==> src/rtl/clkrate_pkg.sv <==
package clkrate_pkg;

  // Effective CPU clock selection: speed code plus debug override.
  typedef struct packed {
    logic [1:0] speed;
    logic       dbg;
  } cpu_sel_t;

  // True when a counter value is the first one with bit idx set after a
  // run where it was clear: bit idx is 1 and all lower bits are 0.
  function automatic logic tap_rises(input logic [31:0] nxt, input int unsigned idx);
    logic [31:0] mask;
    mask = (32'd2 << idx) - 32'd1;
    return (nxt & mask) == (32'd1 << idx);
  endfunction

  // Half-period points of a modulo counter with a 50% duty output.
  function automatic logic half_point(input int unsigned cur, input int unsigned modv);
    return (cur == (modv / 2) - 1) || (cur == modv - 1);
  endfunction

  // Two-input multiplexer used as the building cell of the rate tree.
  function automatic logic pick2(input logic a, input logic b, input logic s);
    return s ? b : a;
  endfunction

endpackage

==> src/rtl/clkrate_bindiv.sv <==
module clkrate_bindiv
  import clkrate_pkg::*;
#(
  parameter int unsigned DIV_W = 5
) (
  input  logic             clk,
  input  logic             rst,
  output logic [DIV_W-1:0] count,
  output logic [DIV_W-1:0] en,
  output logic             wrap_next
);

  logic [DIV_W-1:0] count_nxt;

  assign count_nxt = count + 1'b1;
  assign wrap_next = (count == {DIV_W{1'b1}});

  always_ff @(posedge clk) begin
    if (rst) count <= '0;
    else     count <= count_nxt;
  end

  for (genvar i = 0; i < DIV_W; i++) begin : g_tap
    always_ff @(posedge clk) begin
      if (rst) en[i] <= 1'b0;
      else     en[i] <= tap_rises(32'(count_nxt), i);
    end

    assert_en_on_rise_R3: assert property (@(posedge clk) disable iff (rst)
      en[i] |-> $rose(count[i]));
    assert_rise_has_en_R3: assert property (@(posedge clk) disable iff (rst)
      $rose(count[i]) |-> en[i]);
    assert_en_single_R3: assert property (@(posedge clk) disable iff (rst)
      en[i] |=> !en[i]);
  end

  assert_fast_tap_low_R2: assert property (@(posedge clk) disable iff (rst)
    !count[0] |=> count[0]);
  assert_fast_tap_high_R2: assert property (@(posedge clk) disable iff (rst)
    count[0] |=> !count[0]);

endmodule

==> src/rtl/clkrate_decdiv.sv <==
module clkrate_decdiv
  import clkrate_pkg::*;
#(
  parameter int unsigned MOD = 1000
) (
  input  logic clk,
  input  logic rst,
  input  logic adv,
  output logic sq,
  output logic pulse
);

  localparam int unsigned CW = (MOD > 2) ? $clog2(MOD) : 1;

  logic [CW-1:0] cnt;
  logic          at_half;
  logic          at_last;

  assign at_half = half_point(32'(cnt), MOD);
  assign at_last = (cnt == CW'(MOD - 1));

  always_ff @(posedge clk) begin
    if (rst) begin
      cnt   <= '0;
      sq    <= 1'b0;
      pulse <= 1'b0;
    end else begin
      pulse <= 1'b0;
      if (adv) begin
        cnt <= at_last ? '0 : cnt + 1'b1;
        if (at_half) begin
          sq    <= ~sq;
          pulse <= ~sq;
        end
      end
    end
  end

  assert_count_in_range_R6: assert property (@(posedge clk) disable iff (rst)
    32'(cnt) < MOD);
  assert_pulse_on_rise_R7: assert property (@(posedge clk) disable iff (rst)
    pulse |-> $rose(sq));
  assert_rise_has_pulse_R7: assert property (@(posedge clk) disable iff (rst)
    $rose(sq) |-> pulse);
  assert_idle_holds_R6: assert property (@(posedge clk) disable iff (rst)
    !adv |=> $stable(sq) && $stable(cnt));

endmodule

==> src/rtl/clkrate_selsync.sv <==
module clkrate_selsync
  import clkrate_pkg::*;
#(
  parameter int unsigned SYNC_N = 2
) (
  input  logic     clk,
  input  logic     rst,
  input  logic [1:0] speed_in,
  input  logic     dbg_in,
  input  logic     wrap,
  output cpu_sel_t act
);

  cpu_sel_t stage [SYNC_N];

  always_ff @(posedge clk) begin
    if (rst) begin
      for (int k = 0; k < SYNC_N; k++) stage[k] <= '0;
      act <= '0;
    end else begin
      stage[0] <= cpu_sel_t'{speed: speed_in, dbg: dbg_in};
      for (int k = 1; k < SYNC_N; k++) stage[k] <= stage[k-1];
      if (wrap) act <= stage[SYNC_N-1];
    end
  end

  assert_switch_at_wrap_R5: assert property (@(posedge clk) disable iff (rst)
    !$stable(act) |-> $past(wrap));

endmodule

==> src/rtl/clkrate_cpumux.sv <==
module clkrate_cpumux
  import clkrate_pkg::*;
(
  input  logic     clk,
  input  logic     rst,
  input  cpu_sel_t act,
  input  logic     t16,
  input  logic     t8,
  input  logic     t4,
  input  logic     tdbg,
  output logic     cpu_clk
);

  logic lvl_fast;
  logic lvl_speed;
  logic lvl_final;

  assign lvl_fast  = pick2(t16, t8, act.speed[0]);
  assign lvl_speed = pick2(lvl_fast, t4, act.speed[1]);
  assign lvl_final = pick2(lvl_speed, tdbg, act.dbg);

  always_ff @(posedge clk) begin
    if (rst) cpu_clk <= 1'b0;
    else     cpu_clk <= lvl_final;
  end

endmodule

==> src/rtl/clkrate_gen.sv <==
module clkrate_gen
  import clkrate_pkg::*;
#(
  parameter int unsigned DIV_W   = 5,
  parameter int unsigned DEC_MOD = 1000,
  parameter int unsigned SYNC_N  = 2
) (
  input  logic             clk,
  input  logic             rst,
  input  logic [1:0]       cpu_speed,
  input  logic             dbg_mode,
  output logic [DIV_W-1:0] rate_sq,
  output logic [DIV_W-1:0] rate_en,
  output logic             dbg_khz_sq,
  output logic             dbg_khz_en,
  output logic             dbg_hz_sq,
  output logic             dbg_hz_en,
  output logic             cpu_clk
);

  localparam int unsigned N_DEC  = 2;
  localparam int unsigned TAP_2M = DIV_W - 2;

  logic [DIV_W-1:0] count;
  logic             wrap_next;
  logic [N_DEC:0]   dec_adv;
  logic [N_DEC-1:0] dec_sq;
  cpu_sel_t         act;

  clkrate_bindiv #(.DIV_W(DIV_W)) u_bindiv (
    .clk       (clk),
    .rst       (rst),
    .count     (count),
    .en        (rate_en),
    .wrap_next (wrap_next)
  );

  assign rate_sq    = count;
  assign dec_adv[0] = rate_en[TAP_2M];

  for (genvar s = 0; s < N_DEC; s++) begin : g_dec
    clkrate_decdiv #(.MOD(DEC_MOD)) u_decdiv (
      .clk   (clk),
      .rst   (rst),
      .adv   (dec_adv[s]),
      .sq    (dec_sq[s]),
      .pulse (dec_adv[s+1])
    );
  end

  assign dbg_khz_sq = dec_sq[0];
  assign dbg_khz_en = dec_adv[1];
  assign dbg_hz_sq  = dec_sq[1];
  assign dbg_hz_en  = dec_adv[2];

  clkrate_selsync #(.SYNC_N(SYNC_N)) u_selsync (
    .clk      (clk),
    .rst      (rst),
    .speed_in (cpu_speed),
    .dbg_in   (dbg_mode),
    .wrap     (wrap_next),
    .act      (act)
  );

  clkrate_cpumux u_cpumux (
    .clk     (clk),
    .rst     (rst),
    .act     (act),
    .t16     (count[0]),
    .t8      (count[1]),
    .t4      (count[2]),
    .tdbg    (dec_sq[1]),
    .cpu_clk (cpu_clk)
  );

  assert_cpu_follows_16_R4: assert property (@(posedge clk) disable iff (rst)
    (act == cpu_sel_t'(3'b000) && $past(act) == act) |-> cpu_clk == $past(count[0]));
  assert_cpu_follows_dbg_R8: assert property (@(posedge clk) disable iff (rst)
    (act.dbg && $past(act.dbg)) |-> cpu_clk == $past(dec_sq[1]));
  assert_khz_steps_on_2m_R6: assert property (@(posedge clk) disable iff (rst)
    !$stable(dec_sq[0]) |-> $past(rate_en[TAP_2M]));
  assert_wrap_after_max_R1: assert property (@(posedge clk) disable iff (rst)
    wrap_next |=> count == '0);

endmodule

==> config.mk <==
export PLATFORM = sky130hd
export DESIGN_NAME = clkrate_gen
export DESIGN_NICKNAME = d
export VERILOG_FILES = /design/src/rtl/clkrate_pkg.sv /design/src/rtl/clkrate_bindiv.sv /design/src/rtl/clkrate_decdiv.sv /design/src/rtl/clkrate_selsync.sv /design/src/rtl/clkrate_cpumux.sv /design/src/rtl/clkrate_gen.sv
export SDC_FILE = /design/constraint.sdc
export NUM_CORES = 1
export LEC_CHECK = 0
export ABC_CLOCK_PERIOD_IN_PS = 1870
export BUFFER_PORTS_ARGS = -buffer_cell sky130_fd_sc_hd__buf_4
export CAP_MARGIN = 10
export CORE_UTILIZATION = 56
export DETAILED_ROUTE_END_ITERATION = 10
export GPL_TIMING_DRIVEN = 0
export PLACE_DENSITY = 0.77
export RECOVER_POWER = 100
export SYNTH_ARGS = -nofsm -noshare
export SYNTH_HDL_FRONTEND = slang
export SYNTH_SLANG_ARGS = --single-unit
==> constraint.sdc <==
create_clock -name clk -period 1.87 [get_ports clk]
set_clock_uncertainty 0.15 [all_clocks]
set_input_delay 0.0935 -clock clk [delete_from_list [all_inputs] [get_ports clk]]
set_output_delay 0.0935 -clock clk [all_outputs]
set_load 0.02 [all_outputs]
After elaboration in Yosys (flattened, before gate mapping)
Memory sizes are Yosys's and may differ from the RTL's. A register that Yosys moved wholly into a read port is not among the register bits.
Cells that the tools add are included.
- bits in registers: 35
- latch bits: 0
- RAM bits: 6
- memory bits (read-only): 0
- input bits: 5
- output and inout bits: 15
- logic and storage cells: 50
- memories kept: 1
- $add $sub $neg: 3
- multiply operators: 0
- divide/modulo/power cells: 0
- $lt $le $gt $ge: 0
- equality and inequality tests: 9
- shift-type cells: 0
- muxes and demuxes: 10
- bitwise logic cells: 8
- reductions and logical operators: 6
- memory list (name ; depth ; bits a word ; rd ports ; clocked after Yosys merged registers in ; wr ports ; line ; RTL):
    u_selsync.stage ; 2 ; 3 ; 2 ; 1 ; 2 ; clkrate_selsync.sv:14 ; cpu_sel_t stage [SYNC_N];
- operator list (cell ; count):
    $add A10 B1 Y10 const B ; 2
    $eq A10 B10 Y1 const B ; 2
    $eq A10 B9 Y1 const B ; 2
    $mux W10 ; 2
    $eq A5 B5 Y1 const B ; 2
    $mux W1 ; 6
    $mux W3 ; 2
    $not A1 Y1 ; 6
    $reduce_or A3 Y1 ; 2
    $add A5 B1 Y5 const B ; 1
    $eq A4 B4 Y1 const B ; 1
    $reduce_and A2 Y1 ; 2
    $eq A3 B3 Y1 const B ; 1
    $eq A2 B2 Y1 const B ; 1
    $logic_or A1 B1 Y1 ; 2
    $or A1 B1 Y1 ; 2

Depth between registers and ports, before layout
- word-level depth: 4
- mapped depth: 5

Hierarchy
Synthesis repeated with hierarchy kept, for this count alone.
- cells, all modules: 179
- area total of the unflattened synthesis: 1752.9 um2
- modules (own cells, without submodules) (module ; instances ; cells each ; area each (um2) ; seq. area each (um2)):
    clkrate_decdiv ; 2 ; 62 ; 550.5 ; 240.2
    clkrate_bindiv ; 1 ; 28 ; 329.1 ; 180.2
    clkrate_selsync ; 1 ; 21 ; 262.8 ; 180.2
    clkrate_cpumux ; 1 ; 6 ; 60.1 ; 20.0

Worst setup path before layout
No wires, ideal clock.
- kind: register to register
- start point: register u_bindiv.count[0]
- end point: register u_bindiv.en[4]
- library setup time: 0.116 ns
- data arrival time: 1.264 ns
- required time: 1.604 ns
- setup slack: 0.340 ns
- cell stages (with the launch flop): 6
- cells stage by stage: dfxtp_1 > ha_1 > and3_1 > ha_1 > nor2b_1 > and4_1
- longest elaborated chain between the ends: 2
- RTL lines (item ; line ; RTL):
    from (decl) ; clkrate_bindiv.sv:8 ; output logic [DIV_W-1:0] count,
    from (signal assigned) ; clkrate_bindiv.sv:20 ; else count <= count_nxt;
    $add A5 B1 Y5 ; clkrate_bindiv.sv:15 ; assign count_nxt = count + 1'b1;
    named net u_bindiv.count_nxt[4] ; clkrate_bindiv.sv:13 ; logic [DIV_W-1:0] count_nxt;
    $eq A5 B5 Y1 ; clkrate_pkg.sv:14 ; return (nxt & mask) == (32'd1 << idx);
    to (signal, indexed assignment) ; clkrate_bindiv.sv:26 ; else en[i] <= tap_rises(32'(count_nxt), i);
    to (decl) ; clkrate_bindiv.sv:9 ; output logic [DIV_W-1:0] en,
The timed path passes the listed nets, and every way through them passes these cells.
A chain may end at the register's enable or synchronous reset.

Worst setup path in the final report
- start point: register g_dec[1].u_decdiv.cnt[0]
- end point: register g_dec[1].u_decdiv.cnt[3]
- longest elaborated chain between the ends: 2
- RTL lines (item ; line ; RTL):
    from (decl) ; clkrate_decdiv.sv:15 ; logic [CW-1:0] cnt;
    from (signal assigned) ; clkrate_decdiv.sv:30 ; cnt <= at_last ? '0 : cnt + 1'b1;
    $add A10 B1 Y10 / $eq A10 B10 Y1 (equally long branches) ; clkrate_decdiv.sv:30, clkrate_decdiv.sv:20 ;
    $mux W10 * ; clkrate_decdiv.sv:30 ;
Mark *: on every way between the ends. The rest lies on a longest branch, timed or not.

==> results.md <==
- Status: complete, no violations
- Total Routed Length: slightly above 3 mm
- Top cells by area, synth: dfxtp_1 48%, nor2_1 6.1%, xor2_1 4.9%
- Area leader, netlist: dfxtp_1
- First-pass GRT wire length: between 5 and 6 mm
- Cell Pwr Density: approximately 750 nW/um^2
- Total die area: 3435 sq um
- # fillers: approximately 270
- Nets: 233
- Post-route ant nets: 0
- Number of I/O port buffers: 18
- DRC Markers: 0
- Sink Count: between 40 and 50
- Sequential share of power: between 60% and 70%
- WP data required: 1.96 ns
- Router iterations before antenna repair: 4
- Worst VDD drop: ~0.00052 V
- Worst setup SP type: register
- Antenna cells: 0
- CTS tree: done
- Initial antenna violation count: 0
- Comb pwr share: 7.2%
- Clk slew on worst S/H paths: around 0.11 ns
- Most common cell in the netlist: dfxtp_1
- Total global-route track usage: a little over 20%
- Drt wl/cell: about 12 microns
- Max clock buf depth: 2
- Die X: approximately 59 microns
- Setup crit end kind: register
- Min Clock Period, post-route: ~1.7 ns
- Slowest stage delay, CP: 0.40 ns
- Max-Cap Viols: 0
- Post-route clock period utilization: between 90 and 100%
- Final hold vios: 0
- Crit Path Max Fanout: 5
- Layout overhead on the synthesized area: 13.53%
- Share of post-route cells with drive strength above 1: between 10% and 20%
- Clock Latency Late Sink: approximately 0.34 ns
- Clock Power Share: 29.5%
- Post-Syn Area: around 1800 sq um
- Die span in y: approximately 59 microns
- Final setup fails: 0
- Slowest-stage cell, CP: o21bai_1
- Post-synth EDFFs: 0
- Worst R2R Setup Slack: approximately 0.15 ns
- Final Max Slew Viols: 0
- Worst path cell trace: ha_1, and3_1, nand3_1, o21bai_1, nor2_1
- Sw Pwr: 360.2 uW
- Async SR Flop Fraction: 0%
- Yosys warns: 0
- Relative slew margins: a little over two thirds
- Dominant synthesized flop cell: dfxtp_1
- Post-synth top area share: 47.98%
- Final HPWL DP: ~2.2 mm
- Slew @ Worst Pin: 0.4378 ns
- Io pins: 20
- RSZ-0062 raised after global routing: no
- TNS Setup: 0 ns
- Hold crit path type: register to register
- GRT Residual Overflow: 0
- F_max: ~580 MHz
- Syn_nets: 204
- Initial core utilization: roughly 59%
- Internal power: 1.171 mW
- Avg Inst Size Synth: between 9 and 10 sq um
- Root buffer cell: clkbuf_4
- Final Wtd Congestion: 0.7758
- Drt via density: approximately 5.1
- Inserted Clock Buffers: 5
- Yosys reg bits: 43
- Seq/Total Area, Yosys: between 40% and 50%
- Mapped Cells: between 150 and 200
- Unique masters post-synth: 35
- Switch share: a little under a quarter
- Hold slack: 0.3032 ns
- Core area: between 3000 and 4000 sq um
- Worst Path Arrival: 1.81 ns
- Static leakage: 0.7669 nW
- Largest net degree at the start of global routing: 13
- WS Path Type: register to register
- CTS H-tree lvls: 2
- Vias in the first global route: between 1,000 and 1,500
- 1st-iter DRT viols: 46
- Rows: 20
- Vias: about 1,400
- Top post-synthesis cells by count: 43 x dfxtp_1, 29 x nor2_1, 19 x nand2_1
-- per-stage QoR --
step | instances | utilization [%] | total power [mW] | instance area, sq um | worst slack [ns]
3_5_place_dp | 255 | 65.00 | 1.096 | 1984 | 0.2025
3_3_place_gp | 255 | 65.00 | 1.091 | 1984 | 0.2482
4_1_cts | 266 | 68.16 | 1.554 | 2081 | 0.1687
2_1_floorplan | 193 | - | 1.058 | 1794 | 0.3400
5_1_grt | 266 | 66.72 | 1.610 | 2037 | 0.03751
6_report | 266 | 66.72 | 1.532 | 2037 | 0.1498
-- layer usage --
metal	GRT usage, %	vias to the layer above	wire length [microns]
li1	-	708	-
met1	21.84	624	1431
met2	34.98	23	1509
met3	8.132	6	83
met4	8.844	0	49
met5	0	-	0
-- cells by family (layout without fill, tap and decap cells) --
family,after synthesis,count (layout),share of synthesized area [%]
multiplexers,9,9,5.160
AO/OA/AOI/OAI,13,13,4.602
adder cells (fa/ha/maj),6,6,4.184
buffers and inverters,13,42,4.812
XOR/XNOR,14,14,6.834
flip-flops,43,43,47.98
AND/OR/NAND/NOR,95,95,26.43
-- sequential cells by signal, summed over array words and instances, names as in the netlist --
name / flops
g_dec.u_decdiv.cnt: 20
u_selsync.stage: 6
u_bindiv.count: 5
u_bindiv.en: 4
u_selsync.act: 3
g_dec.u_decdiv.pulse: 2
g_dec.u_decdiv.sq: 2
u_cpumux.cpu_clk: 1
-- critical path, delay by kind of cell (launching register included) --
| kind | cells | cell delay [ns] |
|---|---|---|
| adders and majority gates | 1 | 0.19 |
| and+or+nand+nor | 3 | 0.48 |
| AOI/OAI and AO/OA | 1 | 0.40 |
| DFF | 1 | 0.39 |
-- power by group through the flow --
stage / Clock, mW / Combinational [mW] / Sequential (mW)
5_1_grt: 0.513 / 0.122 / 0.975
3_5_place_dp: 0 / 0.106 / 0.990
3_3_place_gp: 0 / 0.103 / 0.988
6_report: 0.452 / 0.110 / 0.970
4_1_cts: 0.471 / 0.114 / 0.969
2_1_floorplan: 0 / 0.0712 / 0.987
-- what timing repair did --
action	CTS	global route
gates resized for setup	0	0
endpoints found under the hold margin	17	0
hold buffers	4	0
buffers inserted	0	0
-- worst paths after layout --
| check | start | endpoint | depth (start not counted) |
|---|---|---|---|
| hold / removal | u_selsync.stage[0][0] | u_selsync.stage[1][0] | 1 |
| setup / recovery | g_dec[1].u_decdiv.cnt[0] | g_dec[1].u_decdiv.cnt[3] | 5 |
| hold reg to reg | u_selsync.stage[0][0] | u_selsync.stage[1][0] | 1 |
| setup reg to reg | g_dec[1].u_decdiv.cnt[0] | g_dec[1].u_decdiv.cnt[3] | 5 |
-- layout by cell type, fill, tap and decap left out, types with 2 or more instances in the layout --
master / count
mux2_2: 2
buf_6: 2
mux2i_1: 7
buf_4: 9
nor3_1: 4
o21bai_1: 2
dfxtp_1: 43
or3_1: 3
ha_1: 6
a21oi_1: 2
nor2_1: 29
dlygate4sd3_1: 4
nand3_1: 11
a31oi_1: 5
nand4_1: 7
xor2_1: 10
nor2b_1: 10
clkbuf_1: 13
and3_1: 2
clkbuf_4: 10
nand2_1: 19
o22ai_1: 2
xnor2_1: 4
inv_1: 2
nand2b_1: 2
-- area by class of cell --
| type | count | area, sq um | area share, % |
|---|---|---|---|
| Buffer | 11 | 78.83 | 3.870 |
| Clock buffer | 6 | 51.30 | 2.518 |
| Clock inverter | 1 | 5.005 | 0.2457 |
| Inverter | 2 | 7.507 | 0.3686 |
| Multi-Input combinational cell | 137 | 840.8 | 41.28 |
| Sequential cell | 43 | 860.8 | 42.26 |
| Tap cell | 44 | 55.05 | 2.703 |
| Timing Repair Buffer | 22 | 137.6 | 6.757 |
(Power assumes the default switching activity.)
